### src/rtl/cas_pkg.sv
package cas_pkg;
  typedef enum logic [2:0] {
    ST_IDLE  = 3'd0,
    ST_LDW   = 3'd1,
    ST_CMP   = 3'd2,
    ST_STW   = 3'd3,
    ST_RESP  = 3'd4
  } cas_state_t;
endpackage

### src/rtl/cas_req_latch.sv
module cas_req_latch #(
  parameter int AW = 32,
  parameter int DW = 64
) (
  input  logic          clk,
  input  logic          rst,
  input  logic          load,
  input  logic [AW-1:0] addr_in,
  input  logic [DW-1:0] cmp_in,
  input  logic [DW-1:0] new_in,
  output logic [AW-1:0] addr_q,
  output logic [DW-1:0] cmp_q,
  output logic [DW-1:0] new_q
);
  always_ff @(posedge clk) begin
    if (rst) begin
      addr_q <= '0;
      cmp_q  <= '0;
      new_q  <= '0;
    end else if (load) begin
      addr_q <= addr_in;
      cmp_q  <= cmp_in;
      new_q  <= new_in;
    end
  end
endmodule

### src/rtl/cas_compare.sv
module cas_compare #(
  parameter int DW     = 64,
  parameter int LANE_W = 16
) (
  input  logic          clk,
  input  logic          rst,
  input  logic          capture,
  input  logic [DW-1:0] ld_data,
  input  logic [DW-1:0] cmp_val,
  output logic          match
);
  localparam int LANES = DW / LANE_W;
  logic [LANES-1:0] lane_eq;

  for (genvar g = 0; g < LANES; g++) begin : g_lane
    assign lane_eq[g] = (ld_data[g*LANE_W +: LANE_W] == cmp_val[g*LANE_W +: LANE_W]);
  end

  always_ff @(posedge clk) begin
    if (rst)          match <= 1'b0;
    else if (capture) match <= &lane_eq;
  end

  initial assert (DW % LANE_W == 0) else $error("lane width must divide data width");
endmodule

### src/rtl/cas_ctrl.sv
module cas_ctrl
  import cas_pkg::*;
(
  input  logic clk,
  input  logic rst,
  input  logic req_valid,
  output logic req_ready,
  output logic take_req,
  output logic ld_req_valid,
  input  logic ld_req_ready,
  input  logic ld_rsp_valid,
  output logic ld_capture,
  input  logic match,
  output logic st_req_valid,
  input  logic st_req_ready,
  input  logic st_rsp_valid,
  input  logic st_rsp_ok,
  output logic done,
  output logic success
);
  cas_state_t state_q;
  logic ld_sent_q, st_sent_q;

  assign take_req   = req_valid && req_ready;
  assign ld_capture = (state_q == ST_LDW) && ld_sent_q && ld_rsp_valid;

  always_ff @(posedge clk) begin
    if (rst) begin
      state_q      <= ST_IDLE;
      req_ready    <= 1'b1;
      ld_req_valid <= 1'b0;
      st_req_valid <= 1'b0;
      ld_sent_q    <= 1'b0;
      st_sent_q    <= 1'b0;
      done         <= 1'b0;
      success      <= 1'b0;
    end else begin
      done <= 1'b0;
      case (state_q)
        ST_IDLE: if (take_req) begin
          req_ready    <= 1'b0;
          ld_req_valid <= 1'b1;
          ld_sent_q    <= 1'b0;
          state_q      <= ST_LDW;
        end
        ST_LDW: begin
          if (ld_req_valid && ld_req_ready) begin
            ld_req_valid <= 1'b0;
            ld_sent_q    <= 1'b1;
          end
          if (ld_capture) state_q <= ST_CMP;
        end
        ST_CMP: if (match) begin
          st_req_valid <= 1'b1;
          st_sent_q    <= 1'b0;
          state_q      <= ST_STW;
        end else begin
          done    <= 1'b1;
          success <= 1'b0;
          state_q <= ST_RESP;
        end
        ST_STW: begin
          if (st_req_valid && st_req_ready) begin
            st_req_valid <= 1'b0;
            st_sent_q    <= 1'b1;
          end
          if (st_sent_q && st_rsp_valid) begin
            done    <= 1'b1;
            success <= st_rsp_ok;
            state_q <= ST_RESP;
          end
        end
        ST_RESP: begin
          req_ready <= 1'b1;
          state_q   <= ST_IDLE;
        end
        default: state_q <= ST_IDLE;
      endcase
    end
  end

  // Taking a request closes the door at once.
  assert_busy_after_take_R2: assert property (@(posedge clk) disable iff (rst)
    take_req |=> !req_ready);
  // The door stays shut until the cycle after done.
  assert_ready_waits_done_R2: assert property (@(posedge clk) disable iff (rst)
    !req_ready && !done |=> !req_ready);
  assert_ld_hold_R3: assert property (@(posedge clk) disable iff (rst)
    ld_req_valid && !ld_req_ready |=> ld_req_valid);
  assert_st_hold_R5: assert property (@(posedge clk) disable iff (rst)
    st_req_valid && !st_req_ready |=> st_req_valid);
  assert_miss_no_store_R4: assert property (@(posedge clk) disable iff (rst)
    (state_q == ST_CMP) && !match |=> !st_req_valid && done && !success);
  assert_store_fail_R6: assert property (@(posedge clk) disable iff (rst)
    (state_q == ST_STW) && st_sent_q && st_rsp_valid && !st_rsp_ok |=> done && !success);
  assert_done_pulse_R8: assert property (@(posedge clk) disable iff (rst)
    done |=> !done);
  assert_success_held_R8: assert property (@(posedge clk) disable iff (rst)
    !done |=> done || $stable(success));
  assert_one_load_R9: assert property (@(posedge clk) disable iff (rst)
    ld_req_valid && ld_req_ready |=> !ld_req_valid);
  assert_ldrsp_expected_R9: assert property (@(posedge clk) disable iff (rst)
    ld_rsp_valid |-> (state_q == ST_LDW) && ld_sent_q);
  assert_strsp_expected_R9: assert property (@(posedge clk) disable iff (rst)
    st_rsp_valid |-> (state_q == ST_STW) && st_sent_q);
endmodule

### src/rtl/cas_sequencer.sv
module cas_sequencer #(
  parameter int AW     = 32,
  parameter int DW     = 64,
  parameter int LANE_W = 16
) (
  input  logic          clk,
  input  logic          rst,
  input  logic          req_valid,
  output logic          req_ready,
  input  logic [AW-1:0] req_addr,
  input  logic [DW-1:0] req_cmp,
  input  logic [DW-1:0] req_new,
  output logic          ld_req_valid,
  input  logic          ld_req_ready,
  output logic [AW-1:0] ld_req_addr,
  input  logic          ld_rsp_valid,
  input  logic [DW-1:0] ld_rsp_data,
  output logic          st_req_valid,
  input  logic          st_req_ready,
  output logic [AW-1:0] st_req_addr,
  output logic [DW-1:0] st_req_data,
  input  logic          st_rsp_valid,
  input  logic          st_rsp_ok,
  output logic          done,
  output logic          success
);
  logic          take_req, ld_capture, match;
  logic [AW-1:0] addr_q;
  logic [DW-1:0] cmp_q, new_q;

  cas_req_latch #(.AW(AW), .DW(DW)) u_latch (
    .clk(clk), .rst(rst), .load(take_req),
    .addr_in(req_addr), .cmp_in(req_cmp), .new_in(req_new),
    .addr_q(addr_q), .cmp_q(cmp_q), .new_q(new_q)
  );

  cas_compare #(.DW(DW), .LANE_W(LANE_W)) u_cmp (
    .clk(clk), .rst(rst), .capture(ld_capture),
    .ld_data(ld_rsp_data), .cmp_val(cmp_q), .match(match)
  );

  cas_ctrl u_ctrl (
    .clk(clk), .rst(rst),
    .req_valid(req_valid), .req_ready(req_ready), .take_req(take_req),
    .ld_req_valid(ld_req_valid), .ld_req_ready(ld_req_ready),
    .ld_rsp_valid(ld_rsp_valid), .ld_capture(ld_capture), .match(match),
    .st_req_valid(st_req_valid), .st_req_ready(st_req_ready),
    .st_rsp_valid(st_rsp_valid), .st_rsp_ok(st_rsp_ok),
    .done(done), .success(success)
  );

  assign ld_req_addr = addr_q;
  assign st_req_addr = addr_q;
  assign st_req_data = new_q;

  assert_addr_stable_R3: assert property (@(posedge clk) disable iff (rst)
    ld_req_valid && !ld_req_ready |=> $stable(ld_req_addr));
  assert_store_stable_R5: assert property (@(posedge clk) disable iff (rst)
    st_req_valid && !st_req_ready |=> $stable(st_req_data) && $stable(st_req_addr));
endmodule

### config.mk
export PLATFORM = sky130hd
export DESIGN_NAME = cas_sequencer
export DESIGN_NICKNAME = d
export VERILOG_FILES = /design/src/rtl/cas_pkg.sv /design/src/rtl/cas_req_latch.sv /design/src/rtl/cas_compare.sv /design/src/rtl/cas_ctrl.sv /design/src/rtl/cas_sequencer.sv
export SDC_FILE = /design/constraint.sdc
export NUM_CORES = 1
export LEC_CHECK = 0
export BUFFER_PORTS_ARGS = -buffer_cell sky130_fd_sc_hd__clkbuf_2
export CAP_MARGIN = 25
export CORE_MARGIN = 10
export CORE_UTILIZATION = 30
export DETAILED_ROUTE_END_ITERATION = 12
export PLACE_DENSITY_LB_ADDON = 0.3
export SLEW_MARGIN = 20
export SYNTH_ARGS = -nofsm -noshare
export SYNTH_HDL_FRONTEND = slang
export SYNTH_SLANG_ARGS = --single-unit
### constraint.sdc
create_clock -name clk -period 1.7 [get_ports clk]
set_input_delay 0 -clock clk [delete_from_list [all_inputs] [get_ports clk]]
set_output_delay 0 -clock clk [all_outputs]
set_load 0.005 [all_outputs]
; Word-level counts from Yosys, hierarchy flattened
; Index checks and enable logic that the tools add are counted.
; W data, S select, Z words.
[classes]
n_eq_ne = 15
n_mux = 24
n_reduce_logical = 16
[ops]
columns = op, n
row1 = $eq A16 B16 Y1, 4
row2 = $pmux W1 S2, 7
row3 = $mux W1, 12
row4 = $mux W3, 4
row5 = $pmux W3 S4, 1
row6 = $reduce_and A3 Y1, 4
row7 = $ne A2 B2 Y1 const B, 5
row8 = $eq A3 B2 Y1 const B, 2
row9 = $logic_and A1 B1 Y1, 6
row10 = $reduce_bool A2 Y1, 3
row11 = $ne A2 B1 Y1 const B, 2
row12 = $reduce_and A4 Y1, 1
row13 = $eq A3 B1 Y1 const B, 1
row14 = $eq A3 B3 Y1 const B, 1
row15 = $logic_not A3 Y1, 1
row16 = $reduce_and A2 Y1, 1
[totals]
ff_bits = 171
in_bits = 232
output_inout_bits = 133
wordCells = 67

; Logic depth before layout (Yosys ltp)
; Gate-level depths: netlist of run 1.
[logic_depth]
ltp_word = 5
depth_mapped = 6
depth_no_buf = 5

; Cells and area by module
; A second synthesis of run 1 with hierarchy kept.
[hier_totals]
hier_cells = 708
hier_area_um2 = 7228.2
[modules_own_cells]
columns = module, instances, cells_each, area_each_um2, seq_area_each_um2
row1 = cas_req_latch, 1, 516, 5693.0, 3203.1
row2 = cas_compare, 1, 105, 804.5, 20.0
row3 = cas_ctrl, 1, 55, 490.5, 200.2
row4 = cas_sequencer, 1, 32, 240.2, 0.0

; Worst setup path after synthesis of run 1
; OpenSTA, ideal clock, no wires.
[synth_path]
kind = register to register
startpoint = reg u_ctrl.state_q[0]
endpoint = reg u_cmp.match
setup_time_ps = 67
arrival_time_ps = 1090
t_required_ps = 1633
setup_slack_ps = 543
stages_incl_launch_ff = 7
n_path_buf = 1
synth_period_minus_slack_ps = 1157
cell_sequence = dfxtp_1 -> buf_6 -> nor3b_4 -> nand3_2 -> nor3_2 -> nand3_1 -> o21ai_2
[synth_via]
elab_chain_cells = 3
[synth_rtl]
columns = element, line_no
row1 = start: declaration, cas_ctrl.sv:21  ; cas_state_t state_q;
row2 = start signal: assignment, cas_ctrl.sv:29  ; state_q <= ST_IDLE;
row3 = start signal: assignment, cas_ctrl.sv:44  ; state_q <= ST_LDW;
row4 = start signal: assignment, cas_ctrl.sv:51  ; if (ld_capture) state_q <= ST_CMP;
row5 = $eq A3 B1 Y1, cas_ctrl.sv:25  ; assign ld_capture = (state_q == ST_LDW) && ld_sent_q && ld_rsp_valid;
row6 = $logic_and A1 B1 Y1 (2 in series), cas_ctrl.sv:25
row7 = end signal: assignment, cas_compare.sv:21  ; else if (capture) match <= &lane_eq;
row8 = end: declaration, cas_compare.sv:10  ; output logic match
; Every way passes these cells.
; A chain may end at the register's enable or synchronous reset.

; Final worst setup path of run 1
[layout_path]
startpoint = reg u_ctrl.req_ready
endpoint = reg u_latch.addr_q[28]
[layout_via]
elab_chain_cells = 1
[layout_rtl]
columns = element, line_no
row1 = start: declaration, cas_ctrl.sv:7  ; output logic req_ready,
row2 = start signal: assignment, cas_ctrl.sv:30  ; req_ready <= 1'b1;
row3 = start signal: assignment, cas_ctrl.sv:41  ; req_ready <= 1'b0;
row4 = start signal: assignment, cas_ctrl.sv:74  ; req_ready <= 1'b1;
row5 = $logic_and A1 B1 Y1, cas_ctrl.sv:24  ; assign take_req = req_valid && req_ready;
row6 = end signal: assignment, cas_req_latch.sv:21  ; addr_q <= addr_in;
row7 = end: declaration, cas_req_latch.sv:11  ; output logic [AW-1:0] addr_q,
; Every way passes these cells.

==> metrics.txt, run 1 <==
Max Fclk=712 MHz; Tcrit/Tclk final=82.7%; largest net degree at the start of global routing=81; max_cap viols=0; Syn Area/Cell=7.97 sq um; Worst R2R Start=u_ctrl.req_ready$_SDFFE_PP1P_; startpoint type of the worst setup path=flip-flop; unrepaired setup endpoints after global routing=false; # DRC=0; Post-synth top cells=327 x nand2_1, 171 x dfxtp_1, 167 x a21oi_1; Post-synth EDFFs=0; cell taking the most area after synthesis=dfxtp_1; CP delay by family, top=flip-flops; Congestion Overflow GR=0; placer congestion estimate=0.814; GRT Util Overall=17.5%; fin crit period=1.41 ns; antenna violations before repair=10; final net count=1580; clock network fraction of design power=40.6%; routed len/inst=16.3 um; FP Rows=55; VDD IR-drop max=556 uV; Gate power share=16.5%; DIE HEIGHT=172 um; final WL=26900 um; Net Sw Frac=26.3%; initial DRC count=386; die width=172 um; Slew @ Worst Pin=0.613 ns; CP required=2.04 ns; Area Overhead vs Synth=61.2%; count leader, synth=nand2_1; Clk pin slew, worst setup/hold paths=0.07 ns; slowest stage delay, CP=0.42 ns; count of pins over their slew limit=0; vias=7447; vias in the first global route=7561; Ports=365; first-pass GRT wire length=40500 um; clk_lat worst skew=0.43 ns; Setup Viol. Count Final=0; register area share after synthesis=49.6%; Initial Util=30.5%; Num CTS Buffers=17; Synth Flop Type=dfxtp_1; number of port buffers=364; slowest CP cell=dfxtp_1; post-DR vias/cell=4.50; layout cell share with drive strength beyond 1=31.1%; WHS Path Cells=6; CTS tree=built; hold endpoint=u_cmp.match$_SDFFE_PP0P_; reg-to-reg endpoint=u_latch.addr_q[28]$_SDFFE_PP0P_; Power Dens Cells=920 nW/um^2; htree depth=4; Cell Chain, Critical Path=and2_4, buf_12, buf_12, nand2_1, a21oi_1; critical path capture point type=flip-flop; top-area cell type share of the netlist area=49.6%; Fin. Hold Viols=0; Bufs on Longest Clock Path=2; internal reg-to-reg setup slack=0.29 ns; Unique masters post-synth=29; core area=22600 sq um; Clock Skew=0.0184 ns; Slew headroom=59.1%; CP Buf/Inv Count=2; post-route ant nets=0; static leakage=4.92 nW; Final Util=49.1%; Total Negative Setup Slacks=0 ns; CTS root buf=clkbuf_16; CP max FO=29; crit-path most repeated cell=buf_12; worst-case reg-to-reg path depth=5; mapped cell area=6900 sq um; Psw=2.69 mW; Synth warnings=0; Pint=7.53 mW; crit path kind=reg2reg; CTS sink count=171; #FFs+latches synth=171; syn nets=1097; Cells after Synth=865; status=finished clean; Hold Crit Start=ld_rsp_data[47]; CP arrival=1.74 ns; largest cells by area after synthesis=dfxtp_1 50%, nand2_1 18%, a21oi_1 12%; min-delay worst type=in2reg; dpl hpwl=18900 um; Seq pwr share=42.9%; share of flip-flops with an asynchronous set or reset=0%; TritonRoute pass-1 iters=6; DIE AREA=29400 sq um
-- worst max path at each step --
stage | endpoint | start | slack (ns) | cells after the start
global placement | u_cmp.match$_SDFFE_PP0P_ | u_latch.cmp_q[1]$_SDFFE_PP0P_ | 0.32 | 5
detailed placement | u_latch.addr_q[6]$_SDFFE_PP0P_ | u_ctrl.req_ready$_SDFFE_PP1P_ | 0.32 | 5
global route | u_latch.addr_q[6]$_SDFFE_PP0P_ | u_ctrl.req_ready$_SDFFE_PP1P_ | 0.18 | 5
CTS | u_latch.addr_q[6]$_SDFFE_PP0P_ | u_ctrl.req_ready$_SDFFE_PP1P_ | 0.30 | 5
finish | u_latch.addr_q[28]$_SDFFE_PP0P_ | u_ctrl.req_ready$_SDFFE_PP1P_ | 0.29 | 5
floorplan | u_cmp.match$_SDFFE_PP0P_ | u_ctrl.state_q[0]$_SDFFE_PP0P_ | 0.54 | 6
-- through the flow --
stage | worst slack, ns | power (mW) | instance area [sq um] | instances | hold slack, ns
2_1_floorplan | 0.543 | 5.21 | 6900 | 865 | 0.136
3_3_place_gp | 0.325 | 5.83 | 8800 | 1447 | 0.222
3_5_place_dp | 0.324 | 5.85 | 8800 | 1447 | 0.229
4_1_cts | 0.301 | 10.4 | 11100 | 1645 | 0.00357
5_1_grt | 0.185 | 10.7 | 11100 | 1651 | 0.0306
6_report | 0.295 | 10.2 | 11100 | 1655 | 0.0241
-- sequential cells by signal, indices dropped and copies added, names as in the netlist, 3 cells and up --
register,count
u_latch.cmp_q,64
u_latch.new_q,64
u_latch.addr_q,32
u_ctrl.state_q,3
-- logic make-up after synthesis --
| logic type | share of synthesized area, % |
|---|---|
| and+or+nand+nor | 21.8 |
| AOI/OAI and AO/OA | 12.7 |
| DFF | 49.6 |
| buffers and inverters | 7.68 |
| xor gates and xnor gates | 8.13 |
-- cells in the final DEF (no fill, tap or decap), drive strengths merged, types with 2 or more instances in the layout --
cell / count
xor2: 5
and2: 2
a21oi: 167
a31oi: 2
nor3: 3
and2b: 2
xnor2: 59
diode: 10
clkinvlp: 3
inv: 7
nand4: 16
nor3b: 2
dlygate4sd3: 167
o21ai: 3
dfxtp: 171
nand2: 327
nand3: 5
bufinv: 3
nor2: 5
clkbuf: 381
nor4: 5
buf: 21
-- routing by layer --
metal  vias to the layer above  wire length, um  global-route usage [%]
li1                       3747                -                       -
met1                      3353            10100                    18.7
met2                       281            13500                    30.1
met3                        62             2340                    6.28
met4                         4              956                    8.47
met5                         -               23                       0
-- power by group through the flow --
stage	sequential [mW]	clock, mW	combinational, mW
after global placement	4.47	0	1.36
after global routing	4.42	4.42	1.86
after detailed placement	4.48	0	1.37
after CTS	4.39	4.27	1.69
after floorplan	4.47	0	0.733
final	4.39	4.15	1.68
-- area by class of cell --
class / count / area (sq um)
timing repair buffer: 551 / 3740
fill: 2154 / 11500
clock buffer: 18 / 439
antenna: 10 / 25.0
multi-input combinational: 607 / 2950
sequential: 171 / 3420
clock inverter: 13 / 179
tap: 285 / 357
-- worst min-delay path, stage by stage --
cell	delay (ns)
clkbuf_2	0.09
xnor2_1	0.05
nand4_1	0.08
nor4_1	0.05
nand3_1	0.08
o21ai_2	0.06
-- repair_timing --
item                                    4_1_cts  5_1_grt
endpoints found under the setup margin        0        0
hold buffers                                167        0
hold endpoints to repair                    168        0
gates resized for setup                       0        0
buffers inserted                              0        0
Note: power is estimated with default switching activity, not from simulation.
==> inputs of run 2 (changes only) <==
--- a/config.mk
+++ b/config.mk
@@ -5,6 +5,7 @@
 export SDC_FILE = /design/constraint.sdc
 export NUM_CORES = 1
 export LEC_CHECK = 0
+export ABC_AREA = 1
 export BUFFER_PORTS_ARGS = -buffer_cell sky130_fd_sc_hd__clkbuf_2
 export CAP_MARGIN = 25
 export CORE_MARGIN = 10
==> constraint.sdc (replaced) <==
create_clock -name clk -period 1.3 [get_ports clk]
set_input_delay 0 -clock clk [delete_from_list [all_inputs] [get_ports clk]]
set_output_delay 0 -clock clk [all_outputs]
set_load 0.005 [all_outputs]
==> run 2 against run 1 <==
The flow now finishes with violations (setup timing); global-route usage fell by 0.21 points; non-clock buffer count grew 8; first-iteration DRC count rose by 7.5%; critical path type unchanged; largest power group unchanged.
==> metrics.txt, run 2 <==
critical path capture point type=flip-flop (unchanged); violated checks=setup timing; Num CTS Buffers=17 (unchanged); fill count=2305 (was 2154); Bufs on Longest Clock Path=2 (unchanged); Congestion Overflow GR=0 (unchanged); max_cap viols=0 (unchanged); Synth warnings=0 (unchanged); Cells after Synth=966 (was 865); Area Overhead vs Synth=61.6% (was 61.2%); fin crit period=1.30 ns (was 1.41 ns); Post-Synth Simple-Gate Area=23.5% (was 21.8%); Post-synth EDFFs=0 (unchanged); startpoint type of the worst setup path=flip-flop (unchanged); Synth Flop Type=dfxtp_1 (unchanged); DIE HEIGHT=174 um (was 172 um); Post-synth top cells=307 x nor2_1, 171 x dfxtp_1, 161 x o21ai_0 (was 327 x nand2_1, 171 x dfxtp_1, 167 x a21oi_1); Fin. Hold Viols=0 (unchanged); TritonRoute pass-1 iters=4 (was 6); met1 wire length=11100 um (was 10100 um); placer congestion estimate=0.835 (was 0.814); largest family of logic cells by synthesized area=simple AND/OR/NAND/NOR gates (unchanged); routed len/inst=15.2 um (was 16.3 um); Slew headroom=74.7% (was 59.1%); Clock Skew=0.00803 ns (was 0.0184 ns); status=finished, violations left (was finished clean); met2 wire length=13300 um (was 13500 um); dpl hpwl=19200 um (was 18900 um); vias=7904 (was 7447); met3 WL post-DR=2050 um (was 2340 um); CP required=1.66 ns (was 2.04 ns); top-area cell type share of the netlist area=48.1% (was 49.6%); CTS sink count=171 (unchanged); largest cells by area after synthesis=dfxtp_1 48%, nor2_1 16%, o21ai_0 11% (was dfxtp_1 50%, nand2_1 18%, a21oi_1 12%); dpl cell area=9130 sq um (was 8800 sq um); Max Fclk=767 MHz (was 712 MHz); vias in the first global route=8028 (was 7561); Setup WS post-layout=-0.00320 ns (was 0.295 ns); first-pass GRT wire length=42700 um (was 40500 um); core area=23400 sq um (was 22600 sq um); mapped cell area=7110 sq um (was 6900 sq um); count leader, synth=nor2_1 (was nand2_1); CP max FO=2 (was 29); post-route ant nets=0 (unchanged); cell taking the most area after synthesis=dfxtp_1 (unchanged); number of port buffers=364 (unchanged); commonest non-fill, non-tap cell in the layout=clkbuf_2 (unchanged); CP arrival=1.66 ns (was 1.74 ns); min-delay worst type=in2reg (unchanged); share of flip-flops with an asynchronous set or reset=0% (unchanged); Cells after DPL=1591 (was 1447); layout cell share with drive strength beyond 1=31.0% (was 31.1%); htree depth=4 (unchanged); Slew @ Worst Pin=0.380 ns (was 0.613 ns); clk_lat worst skew=0.42 ns (was 0.43 ns); Setup Viol. Count Final=1 (was 0); DIE AREA=30300 sq um (was 29400 sq um); static leakage=5.52 nW (was 4.92 nW); VDD IR-drop max=925 uV (was 556 uV); FP Rows=56 (was 55); Multi-input gate area=3040 sq um (was 2950 sq um); # DRC=0 (unchanged); final instance area=11500 sq um (was 11100 sq um); multiplexer share of the synthesized area=0% (unchanged); Top Registers=u_latch.cmp_q: 64 flops, u_latch.new_q: 64 flops, u_latch.addr_q: 32 flops (unchanged); register area=3430 sq um (was 3420 sq um); crit path kind=reg2reg (unchanged); final net count=1691 (was 1580); die width=174 um (was 172 um); unrepaired setup endpoints after global routing=true (was false); syn nets=1198 (was 1097); complex-gate fraction of the synthesized area=13.5% (was 12.7%); count of pins over their slew limit=0 (unchanged); Tcrit/Tclk final=100% (was 82.7%); register area share after synthesis=48.1% (was 49.6%); Power Dens Cells=1300 nW/um^2 (was 920 nW/um^2); Initial Util=30.4% (was 30.5%); Ports=365 (unchanged); final WL=27200 um (was 26900 um); DR top layer=met4 (was met5); largest net degree at the start of global routing=57 (was 81); CTS root buf=clkbuf_16 (unchanged); GRT Util Overall=17.3% (was 17.5%); initial DRC count=415 (was 386); most frequent cells in the layout=364 x clkbuf_2, 298 x nor2_1, 167 x dfxtp_1, 166 x dlygate4sd3_1, 159 x o21ai_0 (was 363 x clkbuf_2, 326 x nand2_1, 171 x dfxtp_1, 167 x a21oi_1, 167 x dlygate4sd3_1); Syn Area/Cell=7.36 sq um (was 7.97 sq um); Clk pin slew, worst setup/hold paths=0.07 ns (about the same); Finished Layout Cells=1794 (was 1655); Unique masters post-synth=26 (was 29); CTS tree=built (unchanged); #FFs+latches synth=171 (unchanged); xor and xnor fraction of the mapped netlist area=5.17% (was 8.13%); antenna violations before repair=3 (was 10); post-DR vias/cell=4.41 (was 4.50); Synth Area in Adders=0% (unchanged)
run 2: changes by cell type after synthesis, sizes merged, moves of 7 or more:
cell    previous run  this run
nand4             16         2
a21oi            167        27
buf               73        57
o21ai              3       161
nand2            327        95
nor2               5       311
inv                0        50
nand3              5        12
clkbuf            14        28
xnor2             59        37
run 2: per-layer routing:
layer	up-vias	global-route usage [%]
met5	-	0
li1	3997	-
met4	0	6.38
met3	41	6.20
met1	3582	18.8
met2	284	30.4
run 2: worst paths after layout:
check / startpoint / slack [ns] / cells after the start / to
setup / recovery: u_latch.cmp_q[16]$_SDFFE_PP0P_ / -0.003 / 8 / u_cmp.match$_SDFFE_PP0P_
hold / removal: req_valid / 0.04 / 4 / u_latch.new_q[37]$_SDFFE_PP0P_
setup reg to reg: u_latch.cmp_q[16]$_SDFFE_PP0P_ / -0.003 / 8 / u_cmp.match$_SDFFE_PP0P_
hold reg to reg: u_ctrl.st_sent_q$_SDFFE_PP0P_ / 0.47 / 2 / u_ctrl.st_sent_q$_SDFFE_PP0P_
run 2: cell type report:
type                            count  share of cell area, %
Antenna cell                        3                 0.0653
Sequential cell                   171                   29.8
Timing Repair Buffer              559                   33.2
Inverter                           50                   1.70
Clock inverter                     13                   1.37
Tap cell                          319                   3.47
Clock buffer                       19                   3.85
Multi-Input combinational cell    660                   26.5
run 2: report_power, final:
part	leakage [nW]	internal (mW)	switching, mW
clock	0.290	2.95	2.33
sequential	1.42	5.85	0.376
combinational	3.81	1.71	1.75
run 2: metrics by stage:
| step | utilization, % | setup TNS, ns | power (mW) | hold WS [ns] | setup WS (ns) |
|---|---|---|---|---|---|
| after CTS | 48.8 | -0.0493 | 15.1 | 0.0142 | -0.0493 |
| after global routing | 49.1 | -0.0859 | 15.9 | 0.0913 | -0.0847 |
| after global placement | 39.0 | -0.0938 | 9.25 | 0.226 | -0.0938 |
| after floorplan | - | 0 | 8.04 | 0.131 | 0.227 |
| final | 49.1 | -0.00320 | 15.0 | 0.0432 | -0.00320 |
| after detailed placement | 39.0 | -0.117 | 9.31 | 0.235 | -0.0945 |
run 2: cells by family (layout without fill, tap and decap cells):
group | count (synthesis) | count (layout)
XOR/XNOR | 42 | 42
AO/OA/AOI/OAI | 190 | 190
other | 0 | 3
flip-flops | 171 | 171
buffers and inverters | 135 | 641
AND/OR/NAND/NOR | 428 | 428
run 2: worst max-delay path: stages, from the launching register on:
cell and delay (ns):
dfxtp_2 0.33, xor2_2 0.15, nor2_2 0.17, nand2_1 0.08
nor2_2 0.12, nand2_2 0.08, nor2_2 0.11, nand3_1 0.09
a21oi_2 0.11
run 2: what timing repair did:
action                                 4_1_cts  5_1_grt
hold buffers                               166        0
endpoints found under the hold margin      170        0
buffers inserted                             0        1
cloned                                       0        1
setup endpoints to repair                    6        8
gates resized for setup                      5       17
pin swaps                                    0        6
